<file path="config.mk">
export PLATFORM = sky130hd
export DESIGN_NAME = sgw_top
export DESIGN_NICKNAME = d
export VERILOG_FILES = /design/src/rtl/sgw_pkg.sv /design/src/rtl/sgw_align.sv /design/src/rtl/sgw_fetch.sv /design/src/rtl/sgw_top.sv
export SDC_FILE = /design/constraint.sdc
export NUM_CORES = 1
export LEC_CHECK = 0
export BUFFER_PORTS_ARGS = -buffer_cell sky130_fd_sc_hd__buf_4
export CAP_MARGIN = 20
export CORE_MARGIN = 2
export CORE_UTILIZATION = 51
export CTS_CLUSTER_DIAMETER = 80
export DETAILED_ROUTE_END_ITERATION = 7
export PLACE_DENSITY = 0.77
export SLEW_MARGIN = 30
export SYNTH_ARGS = -nofsm -noshare
export SYNTH_HDL_FRONTEND = slang
export SYNTH_HIERARCHICAL = 1
export SYNTH_SLANG_ARGS = --single-unit
export TNS_END_PERCENT = 5
</file>
<file path="constraint.sdc">
create_clock -name clk -period 2.7 [get_ports clk]
set_input_delay 0.135 -clock clk [delete_from_list [all_inputs] [get_ports clk]]
set_output_delay 0.135 -clock clk [all_outputs]
set_load 0.005 [all_outputs]
</file>
<file path="src/rtl/sgw_pkg.sv">
package sgw_pkg;
    localparam int DW = 32;
    localparam int OFS_W = 16;
    localparam int LNK_CONT = 31;
    localparam int LNK_RSIZE = 30;
    localparam int LNK_RBASE = 29;

    localparam logic [2:0] REG_CTRL = 3'd0;
    localparam logic [2:0] REG_LBASE = 3'd1;
    localparam logic [2:0] REG_LINK = 3'd2;
    localparam logic [2:0] REG_BASE = 3'd3;
    localparam logic [2:0] REG_SIZE = 3'd4;

    typedef enum logic [1:0] {
        ST_IDLE  = 2'd0,
        ST_SERVE = 2'd1,
        ST_FETCH = 2'd2
    } walk_st_e;

    typedef struct packed {
        walk_st_e         st;
        logic [DW-1:0]    link;
        logic [DW-1:0]    base;
        logic [DW-1:0]    size;
        logic [DW-1:0]    lbase;
        logic             chain;
        logic             err;
        logic             done;
        logic             upd_base;
        logic             upd_size;
    } walk_reg_t;

    typedef struct packed {
        logic             busy;
        logic [1:0]       idx;
        logic [DW-1:0]    addr;
    } fetch_reg_t;
endpackage

</file>
<file path="src/rtl/sgw_align.sv">
module sgw_align #(
    parameter int BLK_LOG2 = 5
) (
    input  logic [31:0] base,
    input  logic [31:0] size,
    input  logic        is_last,
    output logic        bad
);
    localparam int GW = (BLK_LOG2 < 1) ? 1 : BLK_LOG2;

    always_comb begin
        bad = (base[1:0] != 2'b00);
        if (!is_last && (size[GW-1:0] != '0)) begin
            bad = 1'b1;
        end
    end
endmodule

</file>
<file path="src/rtl/sgw_fetch.sv">
module sgw_fetch
    import sgw_pkg::*;
#(
    parameter int WORDS = 3
) (
    input  logic          clk,
    input  logic          rst_n,
    input  logic          start,
    input  logic          abort,
    input  logic [DW-1:0] start_addr,
    output logic          mem_req,
    output logic [DW-1:0] mem_addr,
    input  logic          mem_valid,
    input  logic [DW-1:0] mem_data,
    output logic          word_valid,
    output logic [1:0]    word_idx,
    output logic [DW-1:0] word_data
);
    localparam logic [1:0] LAST_IDX = 2'(WORDS - 1);

    fetch_reg_t f_d, f_q;

    always_comb begin
        f_d = f_q;
        if (abort) begin
            f_d.busy = 1'b0;
        end else if (start) begin
            f_d.busy = 1'b1;
            f_d.idx  = 2'd0;
            f_d.addr = start_addr;
        end else if (f_q.busy && mem_valid) begin
            f_d.idx  = f_q.idx + 2'd1;
            f_d.addr = f_q.addr + 32'd4;
            if (f_q.idx == LAST_IDX) begin
                f_d.busy = 1'b0;
            end
        end
    end

    always_ff @(posedge clk) begin
        if (!rst_n) begin
            f_q <= '0;
        end else begin
            f_q <= f_d;
        end
    end

    assign mem_req    = f_q.busy;
    assign mem_addr   = f_q.addr;
    assign word_valid = f_q.busy && mem_valid && !abort;
    assign word_idx   = f_q.idx;
    assign word_data  = mem_data;


    hold_addr_chk: assert property (@(posedge clk) disable iff (!rst_n)
        (mem_req && !mem_valid && !abort && !start) |=> (mem_req && $stable(mem_addr)));


    word_step_chk: assert property (@(posedge clk) disable iff (!rst_n)
        (mem_req && mem_valid && !abort && !start && (f_q.idx != LAST_IDX))
            |=> (mem_addr == $past(mem_addr) + 32'd4));
endmodule

</file>
<file path="src/rtl/sgw_top.sv">
module sgw_top
    import sgw_pkg::*;
#(
    parameter int BLK_LOG2 = 5
) (
    input  logic        clk,
    input  logic        rst_n,
    input  logic        cfg_we,
    input  logic [2:0]  cfg_addr,
    input  logic [31:0] cfg_wdata,
    output logic        mem_req,
    output logic [31:0] mem_addr,
    input  logic        mem_valid,
    input  logic [31:0] mem_data,
    output logic        buf_req,
    output logic [31:0] buf_addr,
    output logic [31:0] buf_size,
    output logic        buf_last,
    input  logic        buf_done,
    output logic        xfer_done,
    output logic        err
);
    walk_reg_t w_d, w_q;

    logic          is_last;
    logic          bad;
    logic          f_start;
    logic          f_abort;
    logic [DW-1:0] f_addr;
    logic          wv;
    logic [1:0]    widx;
    logic [DW-1:0] wdat;

    assign is_last = !w_q.chain || !w_q.link[LNK_CONT];
    assign f_addr  = w_q.lbase + {{(DW-OFS_W){1'b0}}, w_q.link[OFS_W-1:0]};

    sgw_align #(.BLK_LOG2(BLK_LOG2)) i_align (
        .base    (w_q.base),
        .size    (w_q.size),
        .is_last (is_last),
        .bad     (bad)
    );

    sgw_fetch #(.WORDS(3)) i_fetch (
        .clk        (clk),
        .rst_n      (rst_n),
        .start      (f_start),
        .abort      (f_abort),
        .start_addr (f_addr),
        .mem_req    (mem_req),
        .mem_addr   (mem_addr),
        .mem_valid  (mem_valid),
        .mem_data   (mem_data),
        .word_valid (wv),
        .word_idx   (widx),
        .word_data  (wdat)
    );

    always_comb begin
        w_d      = w_q;
        w_d.done = 1'b0;
        f_start  = 1'b0;
        f_abort  = 1'b0;

        unique case (w_q.st)
            ST_SERVE: begin
                if (bad) begin
                    w_d.err = 1'b1;
                    w_d.st  = ST_IDLE;
                end else if (buf_done) begin
                    if (is_last) begin
                        w_d.done = 1'b1;
                        w_d.st   = ST_IDLE;
                    end else begin
                        f_start      = 1'b1;
                        w_d.upd_base = w_q.link[LNK_RBASE];
                        w_d.upd_size = w_q.link[LNK_RSIZE];
                        w_d.st       = ST_FETCH;
                    end
                end
            end
            ST_FETCH: begin
                if (wv) begin
                    case (widx)
                        2'd0: w_d.link = wdat;
                        2'd1: if (w_q.upd_base) w_d.base = wdat;
                        default: begin
                            if (w_q.upd_size) w_d.size = wdat;
                            w_d.st = ST_SERVE;
                        end
                    endcase
                end
            end
            default: ;
        endcase

        if (cfg_we) begin
            case (cfg_addr)
                REG_CTRL: begin
                    if (cfg_wdata == '0) begin
                        w_d.st   = ST_IDLE;
                        w_d.done = 1'b0;
                        f_start  = 1'b0;
                        f_abort  = 1'b1;
                    end else if (cfg_wdata[0]) begin
                        w_d.st    = ST_SERVE;
                        w_d.chain = cfg_wdata[1];
                        w_d.err   = 1'b0;
                        w_d.done  = 1'b0;
                        f_start   = 1'b0;
                        f_abort   = 1'b1;
                    end
                end
                REG_LBASE: w_d.lbase = cfg_wdata;
                REG_LINK:  w_d.link  = cfg_wdata;
                REG_BASE:  w_d.base  = cfg_wdata;
                REG_SIZE:  w_d.size  = cfg_wdata;
                default: ;
            endcase
        end
    end

    always_ff @(posedge clk) begin
        if (!rst_n) begin
            w_q    <= '0;
            w_q.st <= ST_IDLE;
        end else begin
            w_q <= w_d;
        end
    end

    assign buf_req   = (w_q.st == ST_SERVE) && !bad;
    assign buf_addr  = w_q.base;
    assign buf_size  = w_q.size;
    assign buf_last  = is_last;
    assign xfer_done = w_q.done;
    assign err       = w_q.err;


    done_pulse_chk: assert property (@(posedge clk) disable iff (!rst_n)
        xfer_done |=> !xfer_done);


    done_after_last_chk: assert property (@(posedge clk) disable iff (!rst_n)
        xfer_done |-> $past(buf_req && buf_last && buf_done));


    serve_no_fetch_chk: assert property (@(posedge clk) disable iff (!rst_n)
        buf_req |-> !mem_req);


    err_blocks_req_chk: assert property (@(posedge clk) disable iff (!rst_n)
        $rose(err) |-> !buf_req);


    single_no_read_chk: assert property (@(posedge clk) disable iff (!rst_n)
        (buf_req && !w_q.chain) |-> buf_last);
endmodule

</file>
# Word-level counts from Yosys, hierarchy flattened
# Cells that the tools add are included.
dict set report totals {
  wordCells 99
  out_inout_bits 101
  regBits 170
  in_bits 72
}
dict set report op_classes {
  n_bitwise 5
  eq_ne 8
  reduce_logical 24
  n_addsub 3
  n_mux 46
}
# operator n
set ops {}
lappend ops {{$mux W32} 9}
lappend ops {{$mux W133} 1}
lappend ops {{$mux W98} 1}
lappend ops {{$mux W96} 1}
lappend ops {{$mux W35} 2}
lappend ops {{$add A32 B16 Y32} 1}
lappend ops {{$add A32 B3 Y32 const B} 1}
lappend ops {{$logic_not A32 Y1} 1}
lappend ops {{$mux W2} 9}
lappend ops {{$mux W1} 17}
lappend ops {{$mux W3} 4}
lappend ops {{$reduce_and A4 Y1} 2}
lappend ops {{$eq A3 B2 Y1 const B} 2}
lappend ops {{$reduce_and A2 Y1} 3}
lappend ops {{$reduce_bool A2 Y1} 3}
lappend ops {{$logic_not A1 Y1} 5}
lappend ops {{$not A1 Y1} 5}
lappend ops {{$reduce_bool A5 Y1} 1}
lappend ops {{$eq A2 B1 Y1 const B} 2}
lappend ops {{$eq A2 B2 Y1 const B} 2}
lappend ops {{$logic_and A1 B1 Y1} 4}
lappend ops {{$mux W4} 1}
lappend ops {{$pmux W2 S2} 1}
lappend ops {{$reduce_or A2 Y1} 2}
lappend ops {{6 further kinds} 6}

# Logic depth before layout (Yosys ltp)
# Gate-level depths: netlist of run 1.
dict set report logic_depth {
  word_depth 13
  mapped_depth 15
  depth_no_buf 12
}

# Hierarchy
# The synthesis of run 1 kept the hierarchy.
# module seq_area_each_um2 n_inst area_per_inst_um2 cells_per_inst
set by_module_without_submodules {}
lappend by_module_without_submodules {sgw_top 2442.3 1 6950.4 780}
lappend by_module_without_submodules {sgw_fetch 700.7 1 2319.7 304}
lappend by_module_without_submodules {sgw_align 0.0 1 28.8 4}

# Worst setup path before layout of run 1
# OpenSTA, ideal clock, no wires.
dict set report synth_path {
  kind {input-to-reg}
  startpoint {input port cfg_we}
  endpoint {register w_q[131] in the netlist's numbering}
  setup_ps 116
  path_stages 14
  path_buffers 4
  path_slack_ps -246
  arrival_time_ps 2830
  t_required_ps 2584
  path_cell_list {nor2b_1 -> and3_1 -> or2_2 -> clkbuf_1 -> nand3b_1 -> inv_1 -> clkbuf_1 -> nand2_1 -> nor3_1 -> buf_2 -> buf_2 -> mux2i_1 -> nand2_1 -> o211a_1}
}
dict set report synth_between {
  elab_chain_cells 7
}
# element line_no
set synth_rtl {}
lappend synth_rtl {{from (decl)} sgw_top.sv:8} ;# input logic cfg_we,
lappend synth_rtl {{$mux W1 *} sgw_top.sv:97} ;# if (cfg_we) begin
lappend synth_rtl {{net f_abort} sgw_top.sv:28} ;# logic f_abort;
lappend synth_rtl {{$logic_not A1 Y1 *} sgw_fetch.sv:50} ;# assign word_valid = f_q.busy && mem_valid && !abort;
lappend synth_rtl {{$logic_and A1 B1 Y1 *} sgw_fetch.sv:50}
lappend synth_rtl {{net wv} sgw_top.sv:30} ;# logic wv;
lappend synth_rtl {{$mux W98 *} sgw_top.sv:83} ;# if (wv) begin
lappend synth_rtl {{$mux W96 *} sgw_top.sv:65} ;# unique case (w_q.st)
lappend synth_rtl {{$mux W32} sgw_top.sv:98} ;# case (cfg_addr)
lappend synth_rtl {{$mux W133 *} sgw_top.sv:97}
lappend synth_rtl {{to (signal assigned)} sgw_top.sv:128} ;# w_q <= w_d;
lappend synth_rtl {{to (decl)} sgw_top.sv:23} ;# walk_reg_t w_d, w_q;
# Mark *: on every way through the listed nets, which the timed path passes. The rest lies on a longest branch.
# A chain may end at the register's enable or synchronous reset.

# Worst setup path after layout of run 1
dict set report layout_path {
  startpoint {input port cfg_wdata[5]}
  endpoint {register w_q, in the netlist buf_size[31]}
}
dict set report layout_between {
  elab_chain_cells 10
}
# element line_no
set layout_rtl {}
lappend layout_rtl {{from (decl)} sgw_top.sv:10} ;# input logic [31:0] cfg_wdata,
lappend layout_rtl {{$logic_not A32 Y1 *} sgw_top.sv:100} ;# if (cfg_wdata == '0) begin
lappend layout_rtl {{$mux W1 *} sgw_top.sv:100}
lappend layout_rtl {{$mux W1 *} sgw_top.sv:98}
lappend layout_rtl {{$mux W1 *} sgw_top.sv:97}
lappend layout_rtl {{net f_abort} sgw_top.sv:28}
lappend layout_rtl {{$logic_not A1 Y1 *} sgw_fetch.sv:50}
lappend layout_rtl {{$logic_and A1 B1 Y1 *} sgw_fetch.sv:50}
lappend layout_rtl {{net wv} sgw_top.sv:30}
lappend layout_rtl {{$mux W98 *} sgw_top.sv:83}
lappend layout_rtl {{$mux W96 *} sgw_top.sv:65}
lappend layout_rtl {{$mux W32} sgw_top.sv:98}
lappend layout_rtl {{$mux W133 *} sgw_top.sv:97}
# Marked as above.

==> run summary, run 1 <==
WORST SETUP PATH
--------------------------------------------------------------------------------
Worst path required time                                                 3.04 ns
Crit path DAT                                                            2.94 ns
Kind of launch point of the worst setup path                        primary input
Highest net fanout along the worst path                                        8
Critical Path Sink Type                                                     flop
Kind of critical path                                                  in -> reg

CLOCK NETWORK
--------------------------------------------------------------------------------
Number of buffers inserted during clock tree synthesis                        17
Clock transition at the registers of the reported paths                  0.07 ns
Number of buffers on the longest clock path                                    2
Clock insertion delay at the later pin of the skew report                0.45 ns
Clock H-tree levels                                                            4
Root buf cell                                                          clkbuf_16
Clock tree from TritonCTS                                                    yes
TritonCTS sink count                                                         157

MIN PATH
--------------------------------------------------------------------------------
Min-Delay Path Class                                                   in -> reg

FLOORPLAN
--------------------------------------------------------------------------------
I/O pins                                                                     173
Core Area                                                           0.0179 sq mm
Vertical die dimension                                               139 microns
Horizontal die dimension                                             139 microns
Die Outline Area                                                    0.0193 sq mm
Starting Density                                                           51.9%
Cell row count                                                                49

STA
--------------------------------------------------------------------------------
Hold Slack                                                             0.0115 ns
Final setup margin                                                     0.0960 ns
Measured slew at the worst slew-check pin                               0.664 ns
Pins Over Slew Limit                                                           0
Final cycle utilization of the critical path                               96.4%
Number of endpoints failing setup at the final stage                           0
Highest achievable clock rate                                            384 MHz
Fin. Hold Viols                                                                0
Worst slew margin relative to its limit                                    55.7%
Final period demand of the worst path                                    2.60 ns
Worst setup skew after layout                                          0.0146 ns

FINAL LAYOUT
--------------------------------------------------------------------------------
ANT cells                                                                      0
Number of fill cells                                                        1515
Area growth from synthesis to layout                                       22.8%
Sequential cell area in the final layout                            0.00314 sq mm
Fraction of the core area covered by cells at the end of the flow          63.8%
Multi-input logic area                                              0.00525 sq mm
Share of cells above drive strength 1                                      24.1%
Post-layout nets                                                            1300

DETAILED ROUTING
--------------------------------------------------------------------------------
Pre-antenna DRT Iters                                                          7
DRC viols                                                                      0
Via total after detailed routing                                            8625
Drt total wl                                                        27300 microns
Wire per inst                                                       18.8 microns
Number of DRC violations after detailed-routing iteration 0                  855
ANT nets after route                                                           0
Drt via density                                                             5.95

PWR
--------------------------------------------------------------------------------
Overall power consumption                                              0.00543 W
Leakage component of the power                                           5.68 nW
Worst vdd ir                                                            0.504 mV
Power per standard cell area                                         475 mW/mm^2

YOSYS
--------------------------------------------------------------------------------
Number of unique standard cell types used by synthesis                        68
Netlist area before placement                                       0.00930 sq mm
Share of synthesized registers carrying an async set or reset                 0%
Mapped Avg Cell Area                                                  8.55 sq um
Number of instances in the synthesized netlist                              1088
Sequential share of the synthesized area                                   33.8%
Synth Warn #                                                                   6
Number of synthesized flops with an enable pin                                 0
Synthesized net count                                                       1181
Primary flip-flop cell chosen by synthesis mapping                       dfxtp_1
Count of state elements after synthesis                                      157

GLOBAL ROUTE
--------------------------------------------------------------------------------
Wire length of the first global-routing pass                        41900 microns
Vias in the first global route                                              7875
Number of antenna violations at the first check in global routing              0
Total global routing track utilization                                     26.5%
Gr ovfl total                                                                  0
Maximum number of pins on one net before global-route repair                  68

PLACE
--------------------------------------------------------------------------------
HPWL Detailed                                                       18200 microns
Post-placement setup slack                                             -0.130 ns
Number of input and output port buffers inserted                             172
Gpl congestion                                                             0.898

JOB
--------------------------------------------------------------------------------
Max-cap violations                                                             0

OUTCOME
--------------------------------------------------------------------------------
Status                                                              complete, no violations

-- report_power, final --
part | leakage [nW] | internal (W) | switching [W]
Combinational | 4.12 | 0.000257 | 0.000268
Clock | 0.289 | 0.00139 | 0.00110
Sequential | 1.27 | 0.00237 | 0.0000406
-- registers in the layout, summed over array words and instances (netlist names) --
name / flops
w_q: 56
i_fetch/word_idx: 2
xfer_done: 1
err: 1
buf_addr: 32
buf_size: 32
i_fetch/mem_req: 1
i_fetch/mem_addr: 32
-- cell usage in the layout (no fill, tap or decap), drive strengths merged, types with 7 or more instances in the layout --
cell type,n
a21boi,35
a21oi,35
a22oi,9
a31oi,7
and2,8
and3,12
buf,222
clkbuf,19
dfxtp,157
dlygate4sd3,34
ha,20
inv,20
mux2i,89
nand2,200
nand3,22
nand4,18
nor2,39
nor3,24
nor4,14
o211a,84
o211ai,10
o21ai,26
xnor2,22
xor2,10
-- stage by stage --
stage / area (sq um) / std cells / setup TNS [ns]
detailed placement: 10300 / 1376 / -6.19
global route: 11400 / 1449 / -0.0273
global placement: 10300 / 1376 / -9.91
CTS: 11200 / 1442 / 0
floorplan: 9310 / 1088 / -0.688
finish: 11400 / 1449 / 0
-- critical path: stages --
cell	delay, ns
dlygate4sd3_1	0.54
buf_4	0.17
nor4_2	0.30
nand4_1	0.19
nor3_4	0.24
or2_4	0.18
nand3b_1	0.14
inv_2	0.07
nand4_1	0.25
clkbuf_16	0.25
mux2i_1	0.22
nand2_1	0.09
o211a_1	0.17
-- cell families (layout without fill, tap and decap cells) --
| kind of cell | after synthesis | after routing | synth area share (%) |
|---|---|---|---|
| compound gates | 249 | 249 | 21.2 |
| xor+xnor | 32 | 32 | 3.01 |
| fa+ha+maj | 21 | 21 | 2.91 |
| buf+inv | 173 | 305 | 11.0 |
| flops | 157 | 157 | 33.8 |
| mux | 90 | 90 | 9.70 |
| simple gates | 366 | 366 | 18.4 |
-- layout make-up --
| cell class | instances | area share (%) |
|---|---|---|
| clock buffers | 17 | 3.73 |
| clock inverters | 15 | 1.51 |
| inverters | 15 | 0.493 |
| multi-input cells | 758 | 46.0 |
| flip-flops and latches | 157 | 27.5 |
| well taps | 229 | 2.51 |
| repair buffers | 258 | 18.3 |
-- routing by layer --
layer  wire length [microns]  GRT usage, %  share of wire, %  vias up
li1                        -             -                 -     4058
met1                   11700          36.9                43     4045
met2                   12300          40.8                45      474
met3                    2680          6.39               9.8       48
met4                     579          8.56               2.1        0
met5                       0             0                 0        -
-- cells in the mapped netlist (all sizes together), types with 22 or more instances --
| cell | instances | share of area (%) |
|---|---|---|
| o211a | 84 | 9.0 |
| o21ai | 26 | 1.4 |
| a21oi | 35 | 1.9 |
| nor2 | 39 | 1.6 |
| dfxtp | 157 | 34 |
| nand3 | 22 | 1.2 |
| clkbuf | 50 | 2.0 |
| buf | 108 | 8.4 |
| a21boi | 35 | 2.8 |
| xnor2 | 22 | 2.1 |
| nand2 | 200 | 8.1 |
| nor3 | 24 | 1.5 |
| mux2i | 89 | 9.6 |
-- timing repair --
action                                  4_1_cts  5_1_grt
hold buffers                                 34        0
endpoints found under the setup margin        0      102
hold endpoints to repair                     95        0
buffers inserted                              0        4
gates resized for setup                       0       20
-- path summary, 6_finish.rpt --
kind                  startpoint                   end  slack (ns)  depth (start not counted)
max                 cfg_wdata[5]          buf_size[31]         0.1                         13
min                cfg_wdata[16]          buf_size[16]        0.01                          2
max reg2reg               w_q[5]  i_fetch/mem_addr[24]        0.14                         12
min reg2reg  i_fetch/mem_addr[0]   i_fetch/mem_addr[0]        0.46                          2
(Power assumes the default switching activity.)
==> inputs of run 2 (changes only) <==
- MAX_ROUTING_LAYER: unset -> met4
- PLACE_DENSITY: 0.77 -> 0.78
- SYNTH_HIERARCHICAL: 1 -> unset
==> run 2 against run 1 <==
Against the previous run:
- first-iteration DRC count shrank 13%
- non-clock buffer count shrank 13
- clock-buffer cell count grew 4
- core utilization grew 1.5 points
- routed wire length shrank 6.3%
- combinational power shrank 8.2%
- hold slack gained 0.0034 ns
- total power shrank 2.4%
- global-route usage grew 2.1 points
- critical endpoint is now i_fetch.mem_addr[28]
- largest power group is now sequential cells
==> run summary, run 2 <==
GLOBAL ROUTE
--------------------------------------------------------------------------------
Number of antenna violations at the first check in global routing              0   unchanged
Gr ovfl total                                                                  0   unchanged
Wire length of the first global-routing pass                        40000 microns   was 41900 microns
Most used routing layer                                                     met2   unchanged
Vias in the first global route                                              7635   was 7875
Met3 layer usage reported by global route                                  6.31%   was 6.39%
Global routing usage on met1                                               39.2%   was 36.9%
Total global routing track utilization                                     28.7%   was 26.5%
GRT met2 Usage                                                             42.9%   was 40.8%
Maximum number of pins on one net before global-route repair                  65   was 68

YOSYS
--------------------------------------------------------------------------------
Count of state elements after synthesis                                      157   unchanged
Netlist area before placement                                       0.00873 sq mm   was 0.00930 sq mm
Fraction of synthesized cell area taken by the top area cell type          36.0%   was 33.8%
Number of unique standard cell types used by synthesis                        68   unchanged
Primary flip-flop cell chosen by synthesis mapping                       dfxtp_1   unchanged
Share of synthesized registers carrying an async set or reset                 0%   unchanged
Synthesized net count                                                       1148   was 1181
Number of synthesized flops with an enable pin                                 0   unchanged
Leading post-synthesis cells by cell area                           dfxtp_1, mux2i_1, a21oi_1   was dfxtp_1, mux2i_1, o211a_1
Mux share of post-synthesis cell area                                      9.64%   was 9.70%
Xor/xnor cell area share of the yosys netlist                              2.51%   was 3.01%
Post-synthesis simple-gate area fraction                                   15.4%   was 18.4%
Sequential share of the synthesized area                                   36.0%   was 33.8%
Number of instances in the synthesized netlist                              1053   was 1088
Main combinational cell family by area after synthesis              compound AO/OA/AOI/OAI gates   unchanged
Mapped Avg Cell Area                                                  8.29 sq um   was 8.55 sq um
Synth Warn #                                                                   0   was 6
Most frequent cell after synthesis                                       dfxtp_1   was nand2_1
Post-Synth Adder-Cell Area                                                 3.38%   was 2.91%
Synthesized-area fraction occupied by ao, oa, aoi and oai cells            23.9%   was 21.2%
Top cell types by occurrence after synthesis                        dfxtp_1, a21oi_1, o21ai_0, nand2_1, mux2i_1   was nand2_1, dfxtp_1, buf_4, mux2i_1, o211a_1
Most area-hungry cell type in the Yosys netlist                          dfxtp_1   unchanged

CLOCK NETWORK
--------------------------------------------------------------------------------
Clock insertion delay at the later pin of the skew report                0.43 ns   was 0.45 ns
Clock tree from TritonCTS                                                    yes   unchanged
Root buf cell                                                          clkbuf_16   unchanged
Number of buffers on the longest clock path                                    2   unchanged
Clock H-tree levels                                                            4   unchanged
TritonCTS sink count                                                         157   unchanged
Number of buffers inserted during clock tree synthesis                        17   unchanged
Clock transition at the registers of the reported paths                  0.06 ns   was 0.07 ns

WORST SETUP PATH
--------------------------------------------------------------------------------
Depth of the worst register-to-register path                                  12   unchanged
RR Startpoint                                                           w_q[101]   was w_q[5]
Highest net fanout along the worst path                                        7   was 8
Total stage count of the critical path                                        12   was 13
End point of the critical path                                      i_fetch.mem_addr[28]   was buf_size[31]
Largest stage delay, worst path                                          0.47 ns   was 0.54 ns
Critical Path, Cell by Cell                                         ha_2 -> inv_1 -> fa_2 -> nor2b_4 -> o31a_1 -> o41ai_2 -> buf_4 -> a211oi_2 -> buf_4 -> nor2_1 -> or4_1 -> nand3_1   was dlygate4sd3_1 -> buf_4 -> nor4_2 -> nand4_1 -> nor3_4 -> or2_4 -> nand3b_1 -> inv_2 -> nand4_1 -> clkbuf_16 -> mux2i_1 -> nand2_1 -> o211a_1
Worst path required time                                                 3.07 ns   was 3.04 ns
Crit path DAT                                                            2.99 ns   was 2.94 ns
Kind of launch point of the worst setup path                                flop   was primary input
Critical path origin                                                    w_q[101]   was cfg_wdata[5]
Combined buffer and inverter count along the critical path                     3   was 4
R2R Path End                                                        i_fetch.mem_addr[28]   was i_fetch/mem_addr[24]
Worst path top cell family by delay                                 simple AND/OR/NAND/NOR gates   unchanged
Kind of critical path                                                 reg -> reg   was in -> reg
Most frequent CP cell                                                      buf_4   was nand4_1
Setup slack on the worst flop-to-flop path                               0.08 ns   was 0.14 ns
Critical Path Sink Type                                                     flop   unchanged
Cell type of the slowest stage on the worst timing path                    or4_1   was dlygate4sd3_1

FLOORPLAN
--------------------------------------------------------------------------------
Starting Density                                                           52.5%   was 51.9%
Core Area                                                           0.0166 sq mm   was 0.0179 sq mm
Cell row count                                                                47   was 49
I/O pins                                                                     173   unchanged
Vertical die dimension                                               135 microns   was 139 microns
Die Outline Area                                                    0.0182 sq mm   was 0.0193 sq mm
Horizontal die dimension                                             135 microns   was 139 microns

PWR
--------------------------------------------------------------------------------
Worst vdd ir                                                            0.444 mV   was 0.504 mV
Leakage component of the power                                           4.25 nW   was 5.68 nW
Power per standard cell area                                         488 mW/mm^2   was 475 mW/mm^2
Overall power consumption                                              0.00530 W   was 0.00543 W

STA
--------------------------------------------------------------------------------
Final cycle utilization of the critical path                               97.2%   was 96.4%
Highest achievable clock rate                                            381 MHz   was 384 MHz
Final setup margin                                                     0.0753 ns   was 0.0960 ns
Worst setup skew after layout                                         0.00938 ns   was 0.0146 ns
Number of endpoints failing setup at the final stage                           0   unchanged
Worst slew margin relative to its limit                                    59.7%   was 55.7%
Unrepaired setup endpoints after global routing                             true
Pins Over Slew Limit                                                           0   unchanged
Final period demand of the worst path                                    2.62 ns   was 2.60 ns
Measured slew at the worst slew-check pin                               0.604 ns   was 0.664 ns
Fin. Hold Viols                                                                0   unchanged

DETAILED ROUTING
--------------------------------------------------------------------------------
DRC viols                                                                      0   unchanged
Number of DRC violations after detailed-routing iteration 0                  741   was 855
Via total after detailed routing                                            8478   was 8625
Pre-antenna DRT Iters                                                          5   was 7
ANT nets after route                                                           0   unchanged
Drt total wl                                                        25600 microns   was 27300 microns
Wire per inst                                                       18.0 microns   was 18.8 microns
Drt via density                                                             5.96   was 5.95

FINAL LAYOUT
--------------------------------------------------------------------------------
Fraction of the core area covered by cells at the end of the flow          65.3%   was 63.8%
ANT cells                                                                      0   unchanged
Area growth from synthesis to layout                                       24.4%   was 22.8%
Leading cell type in the layout, fill and taps excluded                    buf_4   unchanged
Share of cells above drive strength 1                                      22.0%   was 24.1%
Largest reg by FF count                                                      w_q   unchanged
Largest register FFs                                                          56   unchanged
Post-layout nets                                                            1288   was 1300
Number of fill cells                                                        1379   was 1515
Most used cells in the layout excluding fill and tap cells          buf_4, dfxtp_1, a21oi_1   was buf_4, nand2_1, dfxtp_1

PLACE
--------------------------------------------------------------------------------
Number of input and output port buffers inserted                             172   unchanged
HPWL Detailed                                                       17700 microns   was 18200 microns
Gpl congestion                                                             0.907   was 0.898
Post-placement setup slack                                             0.0418 ns   was -0.130 ns

JOB
--------------------------------------------------------------------------------
Max-cap violations                                                             0   unchanged

OUTCOME
--------------------------------------------------------------------------------
Status                                                              complete, no violations   unchanged

MIN PATH
--------------------------------------------------------------------------------
Min-Delay Path Class                                                   in -> reg   unchanged

-- run 2: changes by cell type in the layout (fill, tap and decap cells not counted), moves of 6 or more --
cell	before	now
o211a_1	84	2
xor2_1	10	18
xnor2_1	22	7
o21ai_0	26	119
nor3_1	18	10
nand2_1	199	115
and2_1	8	2
nor2_1	37	27
nand3_1	20	29
buf_4	218	204
a22oi_1	9	1
a211oi_1	3	12
a21boi_0	35	0
a21oi_1	35	152
-- run 2: stage by stage --
step	cells	TNS, ns	cell area [sq um]	hold slack [ns]
final	1422	0	10900	0.0149
after global routing	1422	-0.118	10900	0.00815
after CTS	1420	0	10800	0.000563
after detailed placement	1356	0	9890	0.403
after global placement	1356	0	9890	0.404
after floorplan	1053	0	8730	0.261
-- run 2: final cells by class --
cell class	count	area (sq um)	area share, %
multi-input combinational	757	4820	44.4
sequential	157	3140	28.9
timing repair buffer	245	1990	18.3
clock buffer	21	460	4.24
tap	220	275	2.53
clock inverter	7	116	1.07
inverter	15	56.3	0.518
-- run 2: metal layers --
| layer | part of all wire (%) | wire length [microns] |
|---|---|---|
| met1 | 45 | 11400 |
| met4 | 1.9 | 482 |
| met5 | 0 | 0 |
| met2 | 46 | 11700 |
| met3 | 7.9 | 2030 |
-- run 2: cells by family after synthesis --
logic type | Yosys count
AND/OR/NAND/NOR | 267
AO/OA/AOI/OAI | 358
XOR/XNOR | 25
flip-flops | 157
adder cells (fa/ha/maj) | 23
buffers and inverters | 139
multiplexers | 84
-- run 2: repair_timing --
item,in CTS,in global routing
gates resized for setup,0,7
hold endpoints to repair,36,0
setup buffers,0,2
hold buffers,36,0
endpoints found under the setup margin,0,66
-- run 2: worst register-to-register path, delay by kind of cell (launching register included) --
| kind | cells | cell delay [ns] |
|---|---|---|
| and+or+nand+nor | 4 | 0.76 |
| adders and majority gates | 2 | 0.56 |
| DFF | 1 | 0.34 |
| buffers and inverters | 3 | 0.40 |
| AOI/OAI and AO/OA | 3 | 0.52 |
-- run 2: where the power goes --
group | internal [W] | switching, W | total, W
Sequential | 0.00237 | 0.0000386 | 0.00241
Clock | 0.00148 | 0.000927 | 0.00241
Combinational | 0.000227 | 0.000255 | 0.000482
-- run 2: worst min-delay path by stage --
stage            startpoint      endpoint  slack [ns]  depth (start not counted)
2_1_floorplan      buf_done     xfer_done        0.26                          2
3_3_place_gp       buf_done     xfer_done        0.40                          3
3_5_place_dp       buf_done     xfer_done        0.40                          3
4_1_cts        mem_data[16]  buf_size[16]      0.0006                          3
5_1_grt        mem_data[24]  buf_size[24]       0.008                          3
6_report       mem_data[27]  buf_addr[27]        0.01                          3
==> inputs of run 3 (changes only) <==
- PLACE_DENSITY: 0.78 -> 0.77
- SYNTH_HIERARCHICAL: unset -> 1
==> run 3 against run 2 <==
Against the previous run:
- sequential power hardly changed
- fmax fell by 0.68%
- critical path depth down 1
- total power decreased by 0.38%
- final area rose by 3.7%
- hold slack improved by 0.0012 ns
- routed wire length is 1.2% higher
- sequential share of layout area decreased by 1.0 points
- via count decreased by 0.53%
- non-clock buffer count increased by 7
- critical path type unchanged
- critical endpoint is now i_fetch/mem_addr[25]
- largest cell class unchanged
==> run summary, run 3 (synthesis results as in run 1) <==
FINAL LAYOUT
-----------------------------------------------------------------------------------
Count of placed standard cells in the final layout, fillers left out           1443   was 1422
Most used cells in the layout excluding fill and tap cells             buf_4, nand2_1, dfxtp_1   was buf_4, dfxtp_1, a21oi_1
Leading cell type in the layout, fill and taps excluded                       buf_4   unchanged
Share of cells above drive strength 1                                         25.6%   was 22.0%
ANT cells                                                                         0   unchanged
Area growth from synthesis to layout                                          21.2%   was 24.4%
Fraction of the core area covered by cells at the end of the flow             62.9%   was 65.3%
Largest reg by FF count                                                         w_q   unchanged
Post-layout nets                                                               1294   was 1288
Largest register FFs                                                             56   unchanged

OUTCOME
-----------------------------------------------------------------------------------
Status                                                                 complete, no violations   unchanged

JOB
-----------------------------------------------------------------------------------
Max-cap violations                                                                0   unchanged

WORST SETUP PATH
-----------------------------------------------------------------------------------
RR Startpoint                                                                w_q[9]   was w_q[101]
Critical Path, Cell by Cell                                            ha_4 -> a21o_1 -> a31oi_1 -> a211o_1 -> and4_4 -> or2_4 -> nor3_4 -> xnor2_1 -> or3_1 -> o211ai_1 -> a21oi_1   was ha_2 -> inv_1 -> fa_2 -> nor2b_4 -> o31a_1 -> o41ai_2 -> buf_4 -> a211oi_2 -> buf_4 -> nor2_1 -> or4_1 -> nand3_1
Worst path top cell family by delay                                    simple AND/OR/NAND/NOR gates   unchanged
Critical Path Sink Type                                                        flop   unchanged
Kind of launch point of the worst setup path                                   flop   unchanged
Critical path origin                                                         w_q[9]   was w_q[101]
Depth of the worst register-to-register path                                     11   was 12
Combined buffer and inverter count along the critical path                        0   was 3
Kind of critical path                                                    reg -> reg   unchanged
Highest net fanout along the worst path                                           5   was 7
Worst path required time                                                    3.02 ns   was 3.07 ns
R2R Path End                                                           i_fetch/mem_addr[25]   was i_fetch.mem_addr[28]
Crit path DAT                                                               2.96 ns   was 2.99 ns
Setup slack on the worst flop-to-flop path                                  0.06 ns   was 0.08 ns
Largest stage delay, worst path                                             0.38 ns   was 0.47 ns
Cell type of the slowest stage on the worst timing path                       or3_1   was or4_1

PLACE
-----------------------------------------------------------------------------------
Number of input and output port buffers inserted                                172   unchanged
Number of cells after detailed placement                                       1399   was 1356
Gpl congestion                                                                0.935   was 0.907
HPWL Detailed                                                          18500 microns   was 17700 microns

PWR
-----------------------------------------------------------------------------------
Int Power                                                                 0.00396 W   was 0.00408 W
Power dissipated by switching net loads                                   0.00132 W   was 0.00122 W
Flop pwr share                                                                45.7%   was 45.5%
Power per standard cell area                                            468 mW/mm^2   was 488 mW/mm^2
Power share of the combinational group                                         9.8%   was 9.1%
Leakage component of the power                                              5.63 nW   was 4.25 nW
Worst vdd ir                                                               0.473 mV   was 0.444 mV
Share of total power in the clock network                                     44.5%   was 45.4%
Proportion of total power due to net switching                                25.0%   was 23.0%

CLOCK NETWORK
-----------------------------------------------------------------------------------
Number of buffers inserted during clock tree synthesis                           17   unchanged
Clock tree from TritonCTS                                                       yes   unchanged
Number of buffers on the longest clock path                                       2   unchanged
Root buf cell                                                             clkbuf_16   unchanged
Clock insertion delay at the later pin of the skew report                   0.44 ns   was 0.43 ns
Clock transition at the registers of the reported paths                     0.07 ns   was 0.06 ns
TritonCTS sink count                                                            157   unchanged
Clock H-tree levels                                                               4   unchanged

FLOORPLAN
-----------------------------------------------------------------------------------
I/O pins                                                                        173   unchanged
Cell row count                                                                   49   was 47
Starting Density                                                              51.9%   was 52.5%
Die Outline Area                                                       0.0193 sq mm   was 0.0182 sq mm
Vertical die dimension                                                  139 microns   was 135 microns
Horizontal die dimension                                                139 microns   was 135 microns
Core Area                                                              0.0179 sq mm   was 0.0166 sq mm

DETAILED ROUTING
-----------------------------------------------------------------------------------
Via total after detailed routing                                               8433   was 8478
ANT nets after route                                                              0   unchanged
Pre-antenna DRT Iters                                                             8   was 5
Drt total wl                                                           25900 microns   was 25600 microns
DRC viols                                                                         0   unchanged
Number of DRC violations after detailed-routing iteration 0                     760   was 741
Drt via density                                                                5.84   was 5.96
Wire per inst                                                          17.9 microns   was 18.0 microns

STA
-----------------------------------------------------------------------------------
Final cycle utilization of the critical path                                  97.9%   was 97.2%
Final period demand of the worst path                                       2.64 ns   was 2.62 ns
Measured slew at the worst slew-check pin                                  0.861 ns   was 0.604 ns
Highest achievable clock rate                                               378 MHz   was 381 MHz
Fin. Hold Viols                                                                   0   unchanged
Worst setup skew after layout                                            0.00707 ns   was 0.00938 ns
Worst slew margin relative to its limit                                       42.4%   was 59.7%
Post-route setup TNS                                                           0 ns   unchanged
Unrepaired setup endpoints after global routing                                true   unchanged
Number of endpoints failing setup at the final stage                              0   unchanged
Pins Over Slew Limit                                                              0   unchanged

MIN PATH
-----------------------------------------------------------------------------------
Worst hold path cell count                                                        2   was 3
Endpoint with the worst hold slack                                         w_q[101]   was buf_addr[27]
Hold path startpoint                                                   cfg_wdata[0]   was mem_data[27]
Min-Delay Path Class                                                      in -> reg   unchanged

GLOBAL ROUTE
-----------------------------------------------------------------------------------
Total global routing track utilization                                        27.2%   was 28.7%
Vias in the first global route                                                 7984   was 7635
Wire length of the first global-routing pass                           41700 microns   was 40000 microns
Gr ovfl total                                                                     0   unchanged
Maximum number of pins on one net before global-route repair                     72   was 65
Number of antenna violations at the first check in global routing                 0   unchanged

==> run 3: cell types whose count changed in the layout (fill, tap and decap cells not counted), moves of 15 or more <==
cell           delta
o21ai_0          -95
a21boi_0         +35
nand2_1          +83
dlygate4sd3_1    -26
xnor2_1          +15
o211a_1          +82
a21oi_1         -117
buf_4            +35
==> run 3: power by group through the flow <==
stage / sequential (W) / clock, W / combinational, W
5_1_grt: 0.00242 / 0.00248 / 0.000559
4_1_cts: 0.00241 / 0.00238 / 0.000507
3_5_place_dp: 0.00246 / 0 / 0.000491
2_1_floorplan: 0.00245 / 0 / 0.000299
3_3_place_gp: 0.00246 / 0 / 0.000482
6_report: 0.00241 / 0.00235 / 0.000517
==> run 3: timing repair <==
item	4_1_cts	5_1_grt
setup endpoints to repair	2	17
buffers inserted	0	2
gates resized for setup	1	19
gates cloned	0	0
pin swaps	0	6
endpoints found under the hold margin	23	0
hold buffers	10	0
==> run 3: metrics by stage <==
| stage | hold slack (ns) | setup WS (ns) | instance area [sq um] | total power [W] |
|---|---|---|---|---|
| after floorplan | 0.280 | -0.0232 | 9310 | 0.00275 |
| after detailed placement | 0.426 | -0.0971 | 10500 | 0.00295 |
| after global placement | 0.416 | -0.0279 | 10500 | 0.00294 |
| after CTS | 0.000734 | 0.00201 | 11200 | 0.00530 |
| after global routing | 0.00929 | -0.0318 | 11300 | 0.00546 |
| final | 0.0161 | 0.0574 | 11300 | 0.00528 |
==> run 3: cell type report <==
cell class,instances,area (sq um)
clock buffer,21,460
inverter,15,56.3
tap,229,287
clock inverter,11,110
timing repair buffer,252,1950
sequential,157,3150
multi-input combinational,758,5250
fill,1503,6630
==> run 3: worst max path at each step <==
stage / to / slack, ns / cells past startpoint
6_report: i_fetch/mem_addr[25] / 0.06 / 11
5_1_grt: i_fetch/mem_addr[25] / -0.03 / 11
2_1_floorplan: buf_addr[24] / -0.02 / 13
3_3_place_gp: buf_addr[20] / -0.03 / 12
3_5_place_dp: buf_addr[30] / -0.1 / 12
4_1_cts: i_fetch/mem_addr[24] / 0.002 / 12
==> run 3: metal layers <==
layer | global-route usage, % | up-vias | part of all wire [%]
li1 | - | 4038 | -
met1 | 36.7 | 3964 | 45
met2 | 40.9 | 374 | 45
met3 | 5.84 | 57 | 7.9
met4 | 8.56 | 0 | 2.0
met5 | - | - | 0
